<file path="config.mk">
export PLATFORM = sky130hd
export DESIGN_NAME = hdlc_stuff_tx
export DESIGN_NICKNAME = d
export VERILOG_FILES = /design/src/rtl/hdlc_tx_pkg.sv /design/src/rtl/hdlc_flag_gen.sv /design/src/rtl/hdlc_run_ctr.sv /design/src/rtl/hdlc_nrzi_enc.sv /design/src/rtl/hdlc_stuff_tx.sv
export SDC_FILE = /design/constraint.sdc
export NUM_CORES = 1
export LEC_CHECK = 0
export ABC_AREA = 1
export BUFFER_PORTS_ARGS = -buffer_cell sky130_fd_sc_hd__buf_2
export CORE_UTILIZATION = 40
export CTS_BUF_LIST = sky130_fd_sc_hd__clkbuf_8
export DETAILED_ROUTE_END_ITERATION = 6
export PLACE_DENSITY_LB_ADDON = 0.25
export SYNTH_ARGS = -nofsm -noshare
export SYNTH_HDL_FRONTEND = slang
export SYNTH_HIERARCHICAL = 1
export SYNTH_SLANG_ARGS = --single-unit
</file>
<file path="constraint.sdc">
create_clock -name clk -period 4.6 [get_ports clk]
set_input_delay 0.92 -clock clk [delete_from_list [all_inputs] [get_ports clk]]
set_output_delay 0.92 -clock clk [all_outputs]
set_load 0.02 [all_outputs]
</file>
<file path="src/rtl/hdlc_tx_pkg.sv">
`timescale 1ns/1ps
package hdlc_tx_pkg;
    typedef enum logic [1:0] {
        ST_IDLE  = 2'd0,
        ST_DATA  = 2'd1,
        ST_STUFF = 2'd2,
        ST_CLOSE = 2'd3
    } tx_state_t;
endpackage

</file>
<file path="src/rtl/hdlc_flag_gen.sv">
`timescale 1ns/1ps
// Walks through the delimiter pattern one bit per advance, LSB first.
module hdlc_flag_gen #(
    parameter int              FLAG_W   = 8,
    parameter logic [FLAG_W-1:0] FLAG_PAT = 8'h7E
) (
    input  logic clk,
    input  logic rst_n,
    input  logic adv,
    output logic flag_bit,
    output logic flag_last
);
    localparam int FIDX_W = (FLAG_W > 1) ? $clog2(FLAG_W) : 1;

    logic [FIDX_W-1:0] fidx;

    assign flag_bit  = FLAG_PAT[fidx];
    assign flag_last = (fidx == FIDX_W'(FLAG_W - 1));

    always_ff @(posedge clk or negedge rst_n) begin
        if (!rst_n) begin
            fidx <= '0;
        end else if (adv) begin
            fidx <= flag_last ? '0 : fidx + 1'b1;
        end
    end
endmodule

</file>
<file path="src/rtl/hdlc_run_ctr.sv">
`timescale 1ns/1ps
// Counts consecutive 1 bits and flags the bit that completes a run.
module hdlc_run_ctr #(
    parameter int RUN_LEN = 5
) (
    input  logic clk,
    input  logic rst_n,
    input  logic clr,
    input  logic adv,
    input  logic bit_val,
    output logic run_full
);
    localparam int CNT_W = $clog2(RUN_LEN + 1);

    logic [CNT_W-1:0] cnt;

    assign run_full = adv && bit_val && (cnt == CNT_W'(RUN_LEN - 1));

    always_ff @(posedge clk or negedge rst_n) begin
        if (!rst_n) begin
            cnt <= '0;
        end else if (clr) begin
            cnt <= '0;
        end else if (adv) begin
            cnt <= bit_val ? cnt + 1'b1 : '0;
        end
    end
endmodule

</file>
<file path="src/rtl/hdlc_nrzi_enc.sv">
`timescale 1ns/1ps
// Zero-toggle line coder: a 0 flips the level, a 1 keeps it.
module hdlc_nrzi_enc (
    input  logic clk,
    input  logic rst_n,
    input  logic adv,
    input  logic bit_val,
    output logic line
);
    always_ff @(posedge clk or negedge rst_n) begin
        if (!rst_n) begin
            line <= 1'b1;
        end else if (adv && !bit_val) begin
            line <= ~line;
        end
    end
endmodule

</file>
<file path="src/rtl/hdlc_stuff_tx.sv">
`timescale 1ns/1ps
module hdlc_stuff_tx
    import hdlc_tx_pkg::*;
#(
    parameter int                DATA_W   = 8,
    parameter int                RUN_LEN  = 5,
    parameter int                FLAG_W   = 8,
    parameter logic [FLAG_W-1:0] FLAG_PAT = 8'h7E
) (
    input  logic              clk,
    input  logic              rst_n,
    input  logic              bit_en,
    input  logic [DATA_W-1:0] in_data,
    input  logic              in_valid,
    input  logic              in_sof,
    input  logic              in_eof,
    output logic              in_ready,
    output logic              line_out,
    output logic              busy
);
    localparam int IDX_W = (DATA_W > 1) ? $clog2(DATA_W) : 1;

    tx_state_t        state, state_nx;
    logic [IDX_W-1:0] idx, idx_nx;
    logic             close_pend, close_pend_nx;

    logic in_flag;
    logic byte_last;
    logic emit;
    logic cur_bit;
    logic flag_bit, flag_last;
    logic run_full;

    assign in_flag   = (state == ST_IDLE) || (state == ST_CLOSE);
    assign byte_last = (idx == IDX_W'(DATA_W - 1));

    hdlc_flag_gen #(.FLAG_W(FLAG_W), .FLAG_PAT(FLAG_PAT)) u_flag (
        .clk      (clk),
        .rst_n    (rst_n),
        .adv      (bit_en && in_flag),
        .flag_bit (flag_bit),
        .flag_last(flag_last)
    );

    hdlc_run_ctr #(.RUN_LEN(RUN_LEN)) u_run (
        .clk     (clk),
        .rst_n   (rst_n),
        .clr     (in_flag),
        .adv     (emit && !in_flag),
        .bit_val (cur_bit),
        .run_full(run_full)
    );

    hdlc_nrzi_enc u_line (
        .clk    (clk),
        .rst_n  (rst_n),
        .adv    (emit),
        .bit_val(cur_bit),
        .line   (line_out)
    );

    // State register
    always_ff @(posedge clk or negedge rst_n) begin
        if (!rst_n) begin
            state      <= ST_IDLE;
            idx        <= '0;
            close_pend <= 1'b0;
        end else begin
            state      <= state_nx;
            idx        <= idx_nx;
            close_pend <= close_pend_nx;
        end
    end

    // Next state
    always_comb begin
        state_nx      = state;
        idx_nx        = idx;
        close_pend_nx = close_pend;
        unique case (state)
            ST_IDLE, ST_CLOSE: begin
                if (bit_en && flag_last) begin
                    state_nx      = (in_valid && in_sof) ? ST_DATA : ST_IDLE;
                    idx_nx        = '0;
                    close_pend_nx = 1'b0;
                end
            end
            ST_DATA: begin
                if (bit_en && in_valid) begin
                    idx_nx = byte_last ? '0 : idx + 1'b1;
                    if (run_full) begin
                        state_nx      = ST_STUFF;
                        close_pend_nx = byte_last && in_eof;
                    end else if (byte_last && in_eof) begin
                        state_nx = ST_CLOSE;
                    end
                end
            end
            ST_STUFF: begin
                if (bit_en) begin
                    state_nx = close_pend ? ST_CLOSE : ST_DATA;
                end
            end
        endcase
    end

    // Outputs
    always_comb begin
        busy = (state != ST_IDLE);
        unique case (state)
            ST_IDLE, ST_CLOSE: begin
                cur_bit  = flag_bit;
                emit     = bit_en;
                in_ready = bit_en && flag_last && !in_sof;
            end
            ST_DATA: begin
                cur_bit  = in_data[idx];
                emit     = bit_en && in_valid;
                in_ready = bit_en && byte_last;
            end
            ST_STUFF: begin
                cur_bit  = 1'b0;
                emit     = bit_en;
                in_ready = 1'b0;
            end
        endcase
    end
endmodule

</file>
[Yosys cells after proc, flatten, opt, wreduce, memory -nomap -nowiden]
Memories as Yosys holds them, arrays and structs flattened.
Cells that the tools add are included.
Operators by class
  reduce and logical (&&, ||, !) cells: 24
  add/sub/neg operators: 3
  magnitude comparators: 2
  multiplexer cells: 26
  eq/ne operators: 11
  bitwise gates (word level): 1
Operators with widths (number)
  $mux W3: 7
  $mux W2: 6
  $logic_and A1 B1 Y1: 11
  $add A3 B1 Y3 const B: 3
  $eq A3 B3 Y1 const B: 3
  $lt A3 B4 Y1 const B: 2
  $ne A2 B2 Y1 const B: 4
  $reduce_and A4 Y1: 2
  $mux W1: 6
  $pmux W1 S3: 2
  $pmux W2 S3: 1
  $pmux W3 S2: 1
  $reduce_bool A2 Y1: 3
  $eq A2 B2 Y1 const B: 2
  $pmux W1 S2: 2
  $bmux W1 S3: 1
  $logic_not A1 Y1: 3
  $ne A3 B3 Y1 const B: 1
  $reduce_and A3 Y1: 1
  $reduce_or A3 Y1: 1
  $eq A2 B1 Y1 const B: 1
  $logic_not A2 Y1: 1
  $reduce_or A2 Y1: 1
  $logic_or A1 B1 Y1: 1
  $not A1 Y1: 1
Word-level totals
  memories: 1
  bits in read-only memories: 8
  input port bits: 14
  register bits: 13
Memory list
  (name not given): words 8, bits a word 1, rd ports 1, clocked after memory_dff 0, write ports 0, RTL line hdlc_flag_gen.sv:17  | assign flag_bit = FLAG_PAT[fidx];

[Logic depth before layout (Yosys ltp)]
  depth in word-level cells: 9
  depth in mapped cells: 15
  depth with buffers taken out: 15

[By module]
Netlist, hierarchy kept.
Modules (own cells, without submodules)
  hdlc_stuff_tx: times used 1, area an instance 574.3 um^2, cells an instance 88
  hdlc_flag_gen: times used 1, area an instance 191.4 um^2, cells an instance 24
  hdlc_run_ctr: times used 1, area an instance 181.4 um^2, cells an instance 26
  hdlc_nrzi_enc: times used 1, area an instance 50.0 um^2, cells an instance 7

[Least setup slack after synthesis]
No wires, ideal clock.
  path type: input port to output port
  from: in bit_en
  to: out in_ready
  slack: 2.150 ns
  arrival: 1.530 ns
  buffers on the path: 0
  cell stages on the path: 2
  cell sequence: nand2_1 -> o31ai_1
On the way
  cells in the longest elaborated chain, start to end: 3
  elaborated cells on any way between the ends: 4
  those cells by class: 1 x mux; 3 x reduce/logical
Ends and longest elaborated chain
  start, declared: RTL line hdlc_stuff_tx.sv:12  | input logic bit_en,
  $logic_and A1 B1 Y1 (2 in a row): RTL line hdlc_stuff_tx.sv:114  | in_ready = bit_en && flag_last && !in_sof;
  $pmux W1 S3 *: RTL line hdlc_stuff_tx.sv:110  | unique case (state)
  end, declared: RTL line hdlc_stuff_tx.sv:17  | output logic in_ready,
Mark *: on every way between the ends. The rest lies on a longest branch, timed or not.

[Worst setup path in the final report]
  from: reg state[0]
  to: out in_ready
On the way
  cells in the longest elaborated chain, start to end: 3
  elaborated cells on any way between the ends: 6
  those cells by class: 3 x eq/ne; 1 x mux; 2 x reduce/logical
Ends and longest elaborated chain
  start, declared: RTL line hdlc_stuff_tx.sv:23  | tx_state_t state, state_nx;
  start signal, assigned: RTL line hdlc_stuff_tx.sv:69  | state <= state_nx;
  $eq A2 B2 Y1 or $logic_not A2 Y1 (tied branches): RTL line hdlc_stuff_tx.sv:110
  $reduce_or A2 Y1: RTL line hdlc_stuff_tx.sv:110
  $pmux W1 S3 *: RTL line hdlc_stuff_tx.sv:110
Marks and branches as above.

==> results.tsv <==
stage	metric	value	unit
yosys	yosysSeqAreaShare	0.327	
critical_path	cp.required	3.68	ns
global_route	antenna_found_initial	0	
timing	rsz0062_at_grt	no	
critical_path	startpoint_type	register	
placement	dpl-instance-area	1110	um2
routing	drt_iter0_drc	17	
final_layout	drive_gt1_frac	0.200	
timing	clock_skew	0.00146	ns
floorplanning	initial_utilization	0.438	
cts	path_clk_slew	0.06	ns
critical_path	critical_path_class	register to output pin	
timing	hold-worst-slack	0.491	ns
critical_path	cp.arrival	1.60	ns
floorplanning	num_rows	17	
floorplanning	fp.dieH	51.9	um
final_layout	fill_cells	216	
timing	period_needed	2.52	ns
cts	cts_tree	done	
routing	num_vias	895	
routing	postRouteAntennaNets	0	
cts	cts_root_buf	clkbuf_8	
timing	setup_viol	0	
global_route	grt_max_degree	14	
cts	ctsHoldBuffers	0	
final_layout	layout.nets	192	
timing	slew_headroom	0.733	
cts	post_cts_buffers	0	
routing	drc	0	
placement	placedCellCount	189	
critical_path	cp_cell_sequence	inv_1 -> ha_1 -> nand2_1 -> inv_1 -> nand3_1 -> o31ai_1 -> buf_2	
routing	drt-total-wl	1950	um
critical_path	rr_worst_depth	14	
placement	dpl_worst_slack	2.15	ns
critical_path	critical_path_buf_inv_count	3	
cts	clk_latency	0.24	ns
final_layout	diodes	0	
hold_path	hold_path_depth	2	
timing	tightest_slew	0.396	ns
timing	setup_ws	2.08	ns
cts	numClockSinks	13	
critical_path	cp_max_fo	7	
final_layout	fin_cells	193	
yosys	ys_ff_latch	13	
final_layout	syn2layout_area_growth	16.1	%
final_layout	mostFrequentLayoutCells	nand2_1 (52), inv_1 (26), buf_2 (16)	
global_route	grt_pass1_vias	872	
routing	vias_per_cell	4.64	
yosys	yosysWarnings	6	
cts	ctsResizeCount	0	
cts	clockBufferDepth	2	
floorplanning	core	2280	um2
critical_path	cp_slowest_cell	ha_1	
floorplanning	die-width	51.9	um
floorplanning	io_pins	17	
cts	numCtsBuffers	3	
critical_path	cp_top_family	adder cells	
yosys	synth_area	997	um2
critical_path	slowest_delay	0.42	ns
final_layout	fin_area	1160	um2
timing	post-route-period-util	0.549	
run	cap_violations	0	
power	pwr_density_cell	564	nW/um2
hold_path	hold_class	register to register	
placement	hpwl	1550	um
critical_path	path_common_cell	inv_1	
floorplanning	die_area	2700	um2
global_route	grt_pass1_wl	3410	um
routing	wl_per_cell	10.1	um
yosys	avgSynthCellArea	6.88	um2
cts	htree_levels	1	
power	ir_drop	0.000293	V
routing	drt_first_pass_iters	4	
placement	routabilityCongestion	0.883	
timing	report.final.slew_viol_count	0	
final_layout	layout_commonest_cell	nand2_1	
global_route	grt_util_all_layers	0.176	
placement	port-buffer-count	16	
critical_path	cp_num_cells	7	
yosys	ys_types	20	
timing	tns	0	ns
yosys	syn_inst	145	
power	p_leak	0.667	nW
timing	fmax	396	MHz
status	outcome	completed	
critical_path	setup.worst_path.end_class	output pin	
yosys	synth_nets	171	
global_route	grt_overflow	0	
timing	hold_viol	0	
## logic make-up (layout without fill, tap and decap cells)
group	after synthesis	after routing	share of synthesized area
AOI/OAI and AO/OA	12	12	0.0665
adders and majority gates	12	12	0.151
buffers and inverters	30	50	0.118
DFF	13	13	0.327
and+or+nand+nor	78	78	0.338
## registers in the layout, indices dropped and copies added, names as in the netlist
name,cells
idx,3
close_pend,1
u_flag/fidx,3
u_line/line,1
state,2
u_run/cnt,3
## worst reg2reg max path, delay by kind of cell (launching register included)
family | cells | cell delay [ns]
fa+ha+maj | 1 | 0.42
buf+inv | 2 | 0.16
flops | 1 | 0.37
simple gates | 10 | 0.87
compound gates | 1 | 0.09
## synth_stat cells
library cell	number	share of area
a21oi_1	3	0.015
and2_1	1	0.0063
clkinv_4	1	0.0088
dfrtp_1	12	0.30
dfstp_2	1	0.026
ha_1	12	0.15
inv_1	25	0.094
inv_2	4	0.015
nand2_1	52	0.20
nand2_2	2	0.013
nand2_4	1	0.011
nand3_1	11	0.055
nand3_2	1	0.010
nor2_1	6	0.023
nor2_2	3	0.019
nor3_1	1	0.0050
o21ai_0	4	0.020
o21ai_1	3	0.015
o21ai_2	1	0.0088
o31ai_1	1	0.0075
## routing by layer
metal | wire (um) | track usage
met2 | 920 | 0.312
met3 | 96 | 0.0322
met5 | 0 | 0
met1 | 862 | 0.186
met4 | 72 | 0.117
## final cells by class
class                      instances  area, um2  area share
timing repair buffer              16       80.1      0.0692
multi-input combinational        102        553       0.478
clock buffer                       3       41.3      0.0357
tap                               28       35.0      0.0303
inverter                          30        118       0.102
sequential                        13        327       0.282
clock inverter                     1       3.75     0.00324
## metrics by stage
stage | power, mW | utilization
after global routing | 0.728 | 0.509
final | 0.653 | 0.509
after global placement | 0.545 | 0.489
after CTS | 0.664 | 0.509
after floorplan | 0.474 | -
after detailed placement | 0.554 | 0.489
## final timing paths
check	from	end	slack, ns
setup / recovery	state[0]$_DFFE_PN0P_	in_ready	2.08
hold / removal	u_line/line$_DFFE_PN1P_	u_line/line$_DFFE_PN1P_	0.49
setup reg to reg	state[0]$_DFFE_PN0P_	state[1]$_DFFE_PN0P_	2.61
hold reg to reg	u_line/line$_DFFE_PN1P_	u_line/line$_DFFE_PN1P_	0.49
max in group asynchronous	rst_n	u_line/line$_DFFE_PN1P_	3.76
min in group asynchronous	rst_n	state[1]$_DFFE_PN0P_	0.56
## power breakdown
| group | switching (mW) | internal [mW] |
|---|---|---|
| Sequential | 0.0346 | 0.154 |
| Clock | 0.0434 | 0.0590 |
| Combinational | 0.236 | 0.126 |
(Power assumes the default switching activity.)
